$ cat src/rtl/vpic_pkg.sv
package vpic_pkg;
  typedef enum logic [1:0] {
    REG_CFG  = 2'd0,
    REG_MASK = 2'd1,
    REG_ISR  = 2'd2,
    REG_VEC  = 2'd3
  } reg_sel_e;

  localparam int unsigned CFG_GIE_BIT = 0;
  localparam int unsigned CFG_TOP_LSB = 8;
  localparam int unsigned CFG_LVL_LSB = 13;
  localparam int unsigned VEC_ACK_BIT = 0;
  localparam int unsigned VEC_SHIFT   = 11;
endpackage

$ cat src/rtl/vpic_pick.sv
module vpic_pick #(
  parameter int unsigned N_SRC = 32,
  localparam int unsigned VW = $clog2(N_SRC)
) (
  input  logic [N_SRC-1:0] req_i,
  input  logic [VW-1:0]    top_i,
  output logic             found_o,
  output logic [VW-1:0]    idx_o
);
  always_comb begin
    idx_o = '0;
    for (int i = N_SRC - 1; i >= 0; i--) begin
      if (req_i[i]) idx_o = VW'(i);
    end
    if (req_i[top_i]) idx_o = top_i;
  end

  assign found_o = |req_i;
endmodule

$ cat src/rtl/vpic_regs.sv
module vpic_regs
  import vpic_pkg::*;
#(
  parameter int unsigned N_SRC = 32,
  parameter int unsigned DW    = 32,
  localparam int unsigned VW = $clog2(N_SRC)
) (
  input  logic             clk_i,
  input  logic             rst_ni,
  input  logic             bus_sel_i,
  input  logic             bus_we_i,
  input  logic [1:0]       bus_addr_i,
  input  logic [DW-1:0]    bus_wdata_i,
  output logic [DW-1:0]    bus_rdata_o,
  input  logic             grant_ok_i,
  input  logic [VW-1:0]    grant_idx_i,
  output logic             gie_o,
  output logic [VW-1:0]    top_o,
  output logic [VW-1:0]    lvl_o,
  output logic [N_SRC-1:0] mask_o,
  output logic [N_SRC-1:0] isr_o,
  output logic [VW-1:0]    vec_o
);
  logic wr_cfg, wr_mask, wr_isr, ack;

  assign wr_cfg  = bus_sel_i && bus_we_i && (bus_addr_i == REG_CFG);
  assign wr_mask = bus_sel_i && bus_we_i && (bus_addr_i == REG_MASK);
  assign wr_isr  = bus_sel_i && bus_we_i && (bus_addr_i == REG_ISR);
  assign ack     = bus_sel_i && bus_we_i && (bus_addr_i == REG_VEC)
                   && bus_wdata_i[VEC_ACK_BIT];

  always_ff @(posedge clk_i or negedge rst_ni) begin
    if (!rst_ni) begin
      gie_o <= 1'b0;
      top_o <= '0;
      lvl_o <= '0;
    end else if (wr_cfg) begin
      gie_o <= bus_wdata_i[CFG_GIE_BIT];
      top_o <= bus_wdata_i[CFG_TOP_LSB +: VW];
      lvl_o <= bus_wdata_i[CFG_LVL_LSB +: VW];
    end
  end

  always_ff @(posedge clk_i or negedge rst_ni) begin
    if (!rst_ni)      mask_o <= '0;
    else if (wr_mask) mask_o <= bus_wdata_i[N_SRC-1:0];
  end

  always_ff @(posedge clk_i or negedge rst_ni) begin
    if (!rst_ni) begin
      isr_o <= '0;
    end else if (wr_isr) begin
      isr_o <= isr_o & ~bus_wdata_i[N_SRC-1:0];
    end else if (ack && grant_ok_i) begin
      isr_o[grant_idx_i] <= 1'b1;
    end
  end

  always_ff @(posedge clk_i or negedge rst_ni) begin
    if (!rst_ni)  vec_o <= '0;
    else if (ack) vec_o <= grant_ok_i ? grant_idx_i : '0;
  end

  always_comb begin
    bus_rdata_o = '0;
    unique case (bus_addr_i)
      REG_CFG: begin
        bus_rdata_o[CFG_GIE_BIT]         = gie_o;
        bus_rdata_o[CFG_TOP_LSB +: VW]   = top_o;
        bus_rdata_o[CFG_LVL_LSB +: VW]   = lvl_o;
      end
      REG_MASK: bus_rdata_o[N_SRC-1:0] = mask_o;
      REG_ISR:  bus_rdata_o[N_SRC-1:0] = isr_o;
      REG_VEC:  bus_rdata_o[VEC_SHIFT +: VW] = vec_o;
      default:  bus_rdata_o = '0;
    endcase
  end
endmodule

$ cat src/rtl/vpic.sv
module vpic
  import vpic_pkg::*;
#(
  parameter int unsigned N_SRC = 32,
  parameter int unsigned DW    = 32,
  localparam int unsigned VW = $clog2(N_SRC)
) (
  input  logic             clk_i,
  input  logic             rst_ni,
  input  logic [N_SRC-1:0] src_i,
  input  logic             bus_sel_i,
  input  logic             bus_we_i,
  input  logic [1:0]       bus_addr_i,
  input  logic [DW-1:0]    bus_wdata_i,
  output logic [DW-1:0]    bus_rdata_o,
  output logic             irq_o,
  output logic [VW-1:0]    irq_level_o
);
  logic             gie;
  logic [VW-1:0]    top_sel, lvl;
  logic [N_SRC-1:0] mask_q, isr_q, elig;
  logic [VW-1:0]    vec_q;
  logic             p_found, s_found, outranks, grant_ok;
  logic [VW-1:0]    p_idx, s_idx;

  vpic_regs #(.N_SRC(N_SRC), .DW(DW)) u_regs (
    .clk_i       (clk_i),
    .rst_ni      (rst_ni),
    .bus_sel_i   (bus_sel_i),
    .bus_we_i    (bus_we_i),
    .bus_addr_i  (bus_addr_i),
    .bus_wdata_i (bus_wdata_i),
    .bus_rdata_o (bus_rdata_o),
    .grant_ok_i  (grant_ok),
    .grant_idx_i (p_idx),
    .gie_o       (gie),
    .top_o       (top_sel),
    .lvl_o       (lvl),
    .mask_o      (mask_q),
    .isr_o       (isr_q),
    .vec_o       (vec_q)
  );

  // source 0 carries the error vector, never a real request
  assign elig = src_i & mask_q & ~N_SRC'(1);

  vpic_pick #(.N_SRC(N_SRC)) u_pend (
    .req_i   (elig),
    .top_i   (top_sel),
    .found_o (p_found),
    .idx_o   (p_idx)
  );

  vpic_pick #(.N_SRC(N_SRC)) u_serv (
    .req_i   (isr_q),
    .top_i   (top_sel),
    .found_o (s_found),
    .idx_o   (s_idx)
  );

  always_comb begin
    if (p_idx == s_idx)        outranks = 1'b0;
    else if (p_idx == top_sel) outranks = 1'b1;
    else if (s_idx == top_sel) outranks = 1'b0;
    else                       outranks = p_idx < s_idx;
  end

  assign grant_ok    = gie && p_found && (!s_found || outranks);
  assign irq_o       = grant_ok;
  assign irq_level_o = lvl;
endmodule

$ cat config.mk
export PLATFORM = sky130hd
export DESIGN_NAME = vpic
export DESIGN_NICKNAME = d
export VERILOG_FILES = /design/src/rtl/vpic_pkg.sv /design/src/rtl/vpic_pick.sv /design/src/rtl/vpic_regs.sv /design/src/rtl/vpic.sv
export SDC_FILE = /design/constraint.sdc
export NUM_CORES = 1
export LEC_CHECK = 0
export ABC_AREA = 1
export BUFFER_PORTS_ARGS = -buffer_cell sky130_fd_sc_hd__buf_2
export CORE_ASPECT_RATIO = 1.25
export CORE_MARGIN = 2
export CORE_UTILIZATION = 45
export CTS_BUF_LIST = sky130_fd_sc_hd__clkbuf_4
export DETAILED_ROUTE_END_ITERATION = 6
export GPL_ROUTABILITY_DRIVEN = 0
export GPL_TIMING_DRIVEN = 0
export PLACE_DENSITY = 0.67
export RECOVER_POWER = 100
export SLEW_MARGIN = 20
export SYNTH_ARGS = -nofsm -noshare
export SYNTH_HDL_FRONTEND = slang
export SYNTH_SLANG_ARGS = --single-unit
$ cat constraint.sdc
create_clock -name clk_i -period 4.5 [get_ports clk_i]
set_input_delay 0.45 -clock clk_i [delete_from_list [all_inputs] [get_ports clk_i]]
set_output_delay 0.45 -clock clk_i [all_outputs]
set_load 0.1 [all_outputs]
Yosys cells after proc, flatten, opt, wreduce, memory -nomap -nowiden
Index checks and enable logic that the tools add are counted.
Operators by class
  $lt $le $gt $ge: 4
  mux-type cells: 83
  bitwise gates (word level): 4
  equality and inequality tests: 6
  reductions and logical operators: 16
Operators by type and width (count)
  $mux 5: 66
  $and 32x32->32: 2
  $mux 32: 2
  $not 32->32: 1
  $or 32x32->32: 1
  $reduce_or 32->1: 1
  $reduce_or 31->1: 1
  $pmux 14 s2: 1
  $pmux 5 s4: 1
  $eq 5x5->1: 3
  $pmux 7 s2: 1
  $lt 5x6->1 const B: 2
  $bmux 1 s5: 2
  $logic_and 1x1->1: 10
  $pmux 3 s3: 1
  $mux 1: 6
  $pmux 2 s3: 1
  $demux 1 s5: 1
  $ge 5x1->1 const B: 1
  $lt 5x5->1: 1
  $eq 2x2->1 const B: 2
  $pmux 1 s3: 1
  $eq 2x1->1 const B: 1
  $logic_not 2->1: 1
  3 further kinds: 3
Word-level totals
  flip-flop bits (word level): 80
  output and inout port bits: 38

Depth between registers and ports, before layout
  word-level depth: 42
  mapped depth: 45

Hierarchy
Synthesis repeated with hierarchy kept, for this count alone.
Unflattened totals
  cells, all modules: 950
  area, all modules: 6089.6 um^2
Modules (own cells, without submodules)
  vpic_regs: cells an instance 492, area each 3849.9 um^2, instances 1
  vpic_pick: cells an instance 167, area each 848.3 um^2, instances 2
  vpic: cells an instance 124, area each 543.0 um^2, instances 1

Worst setup path before layout
No wires, ideal clock.
  kind: in2out
  from: in src_i[29]
  to: out irq_o
  arrival: 3426 ps
  stages: 39
  path slack: 624 ps
  required time: 4050 ps
  cells stage by stage: nand2_1 -> o21ai_1 -> nand2_1 -> nand2_1 -> nand2_1 -> nand2_1 -> nand2_1 -> nand2_1 -> nand2_1 -> nand2_1 -> nand2_1 -> nand2_1 -> nand2_1 -> nand2_1 -> nand2_1 -> nand2_1 -> nand2_1 -> nand2_1 -> [3 not listed] -> nand2_1 -> nand2_1 -> nand2_1 -> nand2_1 -> nand2_1 -> nand2_1 -> nand2_1 -> nand2_1 -> a21boi_2 -> inv_1 -> ha_1 -> o21ai_1 -> a221oi_1 -> nand2_1 -> nand2_1 -> nand2_1 -> nand2_2 -> and2_1
Between the ends
  cells in the longest elaborated chain, start to end: 37
  elaborated cells on any way between the ends: 43
  classes of those cells: 1 x order compare; 2 x eq/ne; 35 x mux; 1 x bitwise; 4 x reduce/logical
RTL lines
  start: declaration: line vpic.sv:10  | input logic [N_SRC-1:0] src_i,
  $and 32x32->32 *: line vpic.sv:45  | assign elig = src_i & mask_q & ~N_SRC'(1);
  $mux 5 (29 in series): line vpic_pick.sv:13  | if (req_i[i]) idx_o = VW'(i);
  $mux 5: line vpic_pick.sv:15  | if (req_i[top_i]) idx_o = top_i;
  $lt 5x5->1: line vpic.sv:65  | else outranks = p_idx < s_idx;
  $mux 1: line vpic.sv:64  | else if (s_idx == top_sel) outranks = 1'b0;
  $mux 1: line vpic.sv:63  | else if (p_idx == top_sel) outranks = 1'b1;
  $mux 1: line vpic.sv:62  | if (p_idx == s_idx) outranks = 1'b0;
  $logic_or 1x1->1: line vpic.sv:68  | assign grant_ok = gie && p_found && (!s_found || outranks);
  $logic_and 1x1->1 *: line vpic.sv:68
  end: declaration: line vpic.sv:16  | output logic irq_o,
Mark *: on every way between the ends. The rest lies on a longest branch, timed or not. The select of a mux whose other input is x is not followed.

Final worst setup path
  from: reg u_regs.top_o[0]
  to: out irq_o
Between the ends
  cells in the longest elaborated chain, start to end: 9
  elaborated cells on any way between the ends: 15
  classes of those cells: 1 x order compare; 3 x eq/ne; 9 x mux; 2 x reduce/logical
RTL lines
  start: declaration: line vpic_regs.sv:18  | output logic [VW-1:0] top_o,
  start signal: assignment: line vpic_regs.sv:39  | top_o <= bus_wdata_i[CFG_TOP_LSB +: VW];
  $bmux 1 s5: line vpic_pick.sv:15
  $mux 1 (not written as such): line vpic_pick.sv:15
  $mux 5: line vpic_pick.sv:15
  $lt 5x5->1 / $eq 5x5->1 (equally long branches): line vpic.sv:65, vpic.sv:64
  $mux 1: line vpic.sv:64
  $mux 1: line vpic.sv:63
  $mux 1 *: line vpic.sv:62
  $logic_or 1x1->1 *: line vpic.sv:68
  $logic_and 1x1->1 *: line vpic.sv:68
Marks and branches as above.

==> impl_metrics.json <==
{
  "wl_per_cell_um": 17.75,
  "pwr-share-seq": 0.258,
  "dieArea_um2": 14260,
  "syn_avg_cell_area_um2": 6.289,
  "syn_inst": 953,
  "slew_viol_final": 41,
  "clock_latency_ns": 0.46,
  "finalSetupViolCount": 0,
  "fin_nets": 1161,
  "root_buffer": "clkbuf_4",
  "fin_crit_sh": 0.9796,
  "antenna_found_initial": 1,
  "cts_buffers": 9,
  "stdcell_area_um2": 6980,
  "grt_overflow_total": 0,
  "p_sw_frac": 0.5523,
  "end_kind": "primary output",
  "grt_start_max_net_pins": 42,
  "yosys_warnings": 0,
  "syn_nets": 1033,
  "synth_top_area_cell": "dfrtp_1",
  "fin_cells": 1258,
  "layout_setup_ws_ns": 0.09184,
  "hold_path_class": "in2reg",
  "cts_tree": "done",
  "worstPathArrival_ns": 3.96,
  "synth_seq_cells": 80,
  "drc": 0,
  "seq_area_frac_synth": 0.3340,
  "ir_drop_mv": 0.2173,
  "die_y_um": 133.0,
  "worstMarginPinSlew_ns": 2.238,
  "maxSlewHeadroom": -0.4920,
  "async_reset_ff_frac": 1.000,
  "fmax_mhz": 226.9,
  "syn2layout_area_growth_pct": 16.47,
  "path_class": "reg2out",
  "violations": "max-capacitance violations, max-slew violations",
  "drtAntennaViolNets": 0,
  "start_kind": "flip-flop",
  "hold_violations": 0,
  "drt-total-wl_um": 22320,
  "crit_required_ns": 4.05,
  "grtUsageTotal": 0.3183,
  "cts.sinks": 80,
  "vias": 6988,
  "synth.distinct_cells": 39,
  "drive_gt1_frac": 0.1318,
  "drv_cap": 1,
  "finClkSkew_ns": 0.01881,
  "synth_top_area_frac": 0.3340,
  "syn-cell-area_um2": 5993,
  "initial_core_util": 0.4570,
  "synth_area_leaders": "dfrtp_1 (33%), nand2_1 (23%), o21ai_0 (11%)",
  "portBuffers": 106,
  "p_int_w": 0.001901,
  "cp_max_fo": 10,
  "num_rows": 47,
  "dp_slack_ns": 0.08751,
  "synthFlopType": "dfrtp_1",
  "final_common_cell": "nand2_1",
  "hpwlAfterDp_um": 16710,
  "p_comb_frac": 0.642,
  "layout_common_cells": "nand2_1 (354), o21ai_0 (130), inv_1 (100), dfrtp_1 (79), buf_2 (76)",
  "timing.final.crit_period_ns": 4.408,
  "die_x_um": 107.2,
  "vias_per_cell": 5.555,
  "power_frac_clock": 0.100,
  "dp_cells": 1231,
  "cts.clk_slew.worst_paths_ns": 0.12,
  "rsz0062_at_grt": "yes",
  "status": "finished, violations left",
  "grt_pass1_vias": 6520,
  "p_leak_nw": 3.597,
  "place_area_um2": 6760,
  "first_pass_iters": 5,
  "drt_iter0_drc": 597,
  "synth_edf_count": 0,
  "grt_first_pass_wirelength_um": 34720,
  "clk_path_buf_depth": 2,
  "switchingPower_w": 0.002345,
  "cts_max_level": 3,
  "power_density_nw_per_um2": 608.2,
  "ios": 108,
  "fp.coreArea_um2": 13110
}
==> layout make-up <==
| cell class | count | area [um2] |
|---|---|---|
| diodes | 2 | 5.005 |
| plain buffers | 45 | 226.5 |
| clock buffers | 10 | 75.07 |
| clock inverters | 5 | 48.80 |
| fillers | 1437 | 6133 |
| inverters | 108 | 407.9 |
| multi-input cells | 720 | 3422 |
| flip-flops and latches | 80 | 2003 |
| well taps | 171 | 214.0 |
| repair buffers | 117 | 578.1 |
==> repair_timing <==
item,4_1_cts,5_1_grt
pin swaps,0,10
setup endpoints to repair,1,1
hold buffers,1,0
buffers inserted,0,9
hold endpoints to repair,39,0
gates resized for setup,10,18
cloned,0,0
==> path summary, 6_finish.rpt <==
kind                                   start                 to  slack (ns)  cells after the start
min reg2reg                u_regs.mask_o[28]  u_regs.mask_o[28]        0.52                      2
max                          u_regs.top_o[0]              irq_o        0.09                     20
min                           bus_wdata_i[0]    u_regs.isr_o[0]        0.20                      2
min in group asynchronous             rst_ni  u_regs.mask_o[24]        1.17                      2
max reg2reg                  u_regs.top_o[0]   u_regs.isr_o[31]        0.46                     23
max in group asynchronous             rst_ni  u_regs.mask_o[11]        1.30                      3
==> cell families (layout without fill, tap and decap cells) <==
logic type	Yosys count	count (layout)	share of synthesized area
flip-flops	80	80	0.3340
AO/OA/AOI/OAI	244	244	0.2284
adder cells (fa/ha/maj)	10	10	0.02088
AND/OR/NAND/NOR	466	466	0.3119
buffers and inverters	153	285	0.1048
other	0	2	0
==> power groups by stage <==
stage                     Combinational, W  Sequential, W  Clock (W)
after floorplan                    0.00182        0.00110          0
final                              0.00273        0.00109   0.000425
after detailed placement           0.00247        0.00110          0
after global placement             0.00244        0.00110          0
after CTS                          0.00252        0.00109   0.000433
after global routing               0.00297        0.00112   0.000465
==> sequential cells by signal (all words and copies together) (netlist names) <==
| signal | flops |
|---|---|
| u_regs.gie_o | 1 |
| u_regs.lvl_o | 5 |
| u_regs.top_o | 5 |
| u_regs.vec_o | 5 |
| u_regs.mask_o | 32 |
| u_regs.isr_o | 32 |
==> layer usage <==
layer	vias up	part of all wire	global-route usage
li1	3357	-	-
met2	360	0.47	0.5120
met1	3203	0.40	0.4157
met3	68	0.083	0.05468
met5	-	0	0
met4	0	0.047	0.1457
==> Yosys cell counts (5+ instances only) <==
master,count
nand2_1,360
o21ai_0,131
inv_1,102
dfrtp_1,80
a21oi_1,62
nand3_1,53
nor2_1,36
clkbuf_1,27
o22ai_1,12
buf_2,11
ha_1,10
o211ai_1,8
o21ai_1,6
buf_6,5
==> worst max-delay path, cell delays in order (launching register included) <==
cell and delay [ns]:
dfrtp_1 0.34, buf_2 0.21, buf_2 0.30, nand2_1 0.10
a32o_1 0.21, o21ai_0 0.24, o22ai_1 0.11, nand2_1 0.10
nand2_2 0.13, a21oi_2 0.30, inv_1 0.13, ha_1 0.31
o211ai_1 0.08, inv_1 0.09, a221oi_2 0.26, nand2_1 0.08
nand2_1 0.06, nand2_1 0.05, nand2_2 0.07, and2_4 0.17
buf_12 0.17
==> through the flow <==
step           TNS [ns]  hold slack (ns)  total power, W    util
6_report              0           0.1962        0.004246  0.5323
5_1_grt         -0.1337           0.1793        0.004555  0.5321
4_1_cts               0           0.1737        0.004042  0.5278
3_5_place_dp          0           0.4723        0.003568  0.5155
3_3_place_gp          0           0.4900        0.003541  0.5138
2_1_floorplan         0           0.1544        0.002919       -
(Power assumes the default switching activity.)
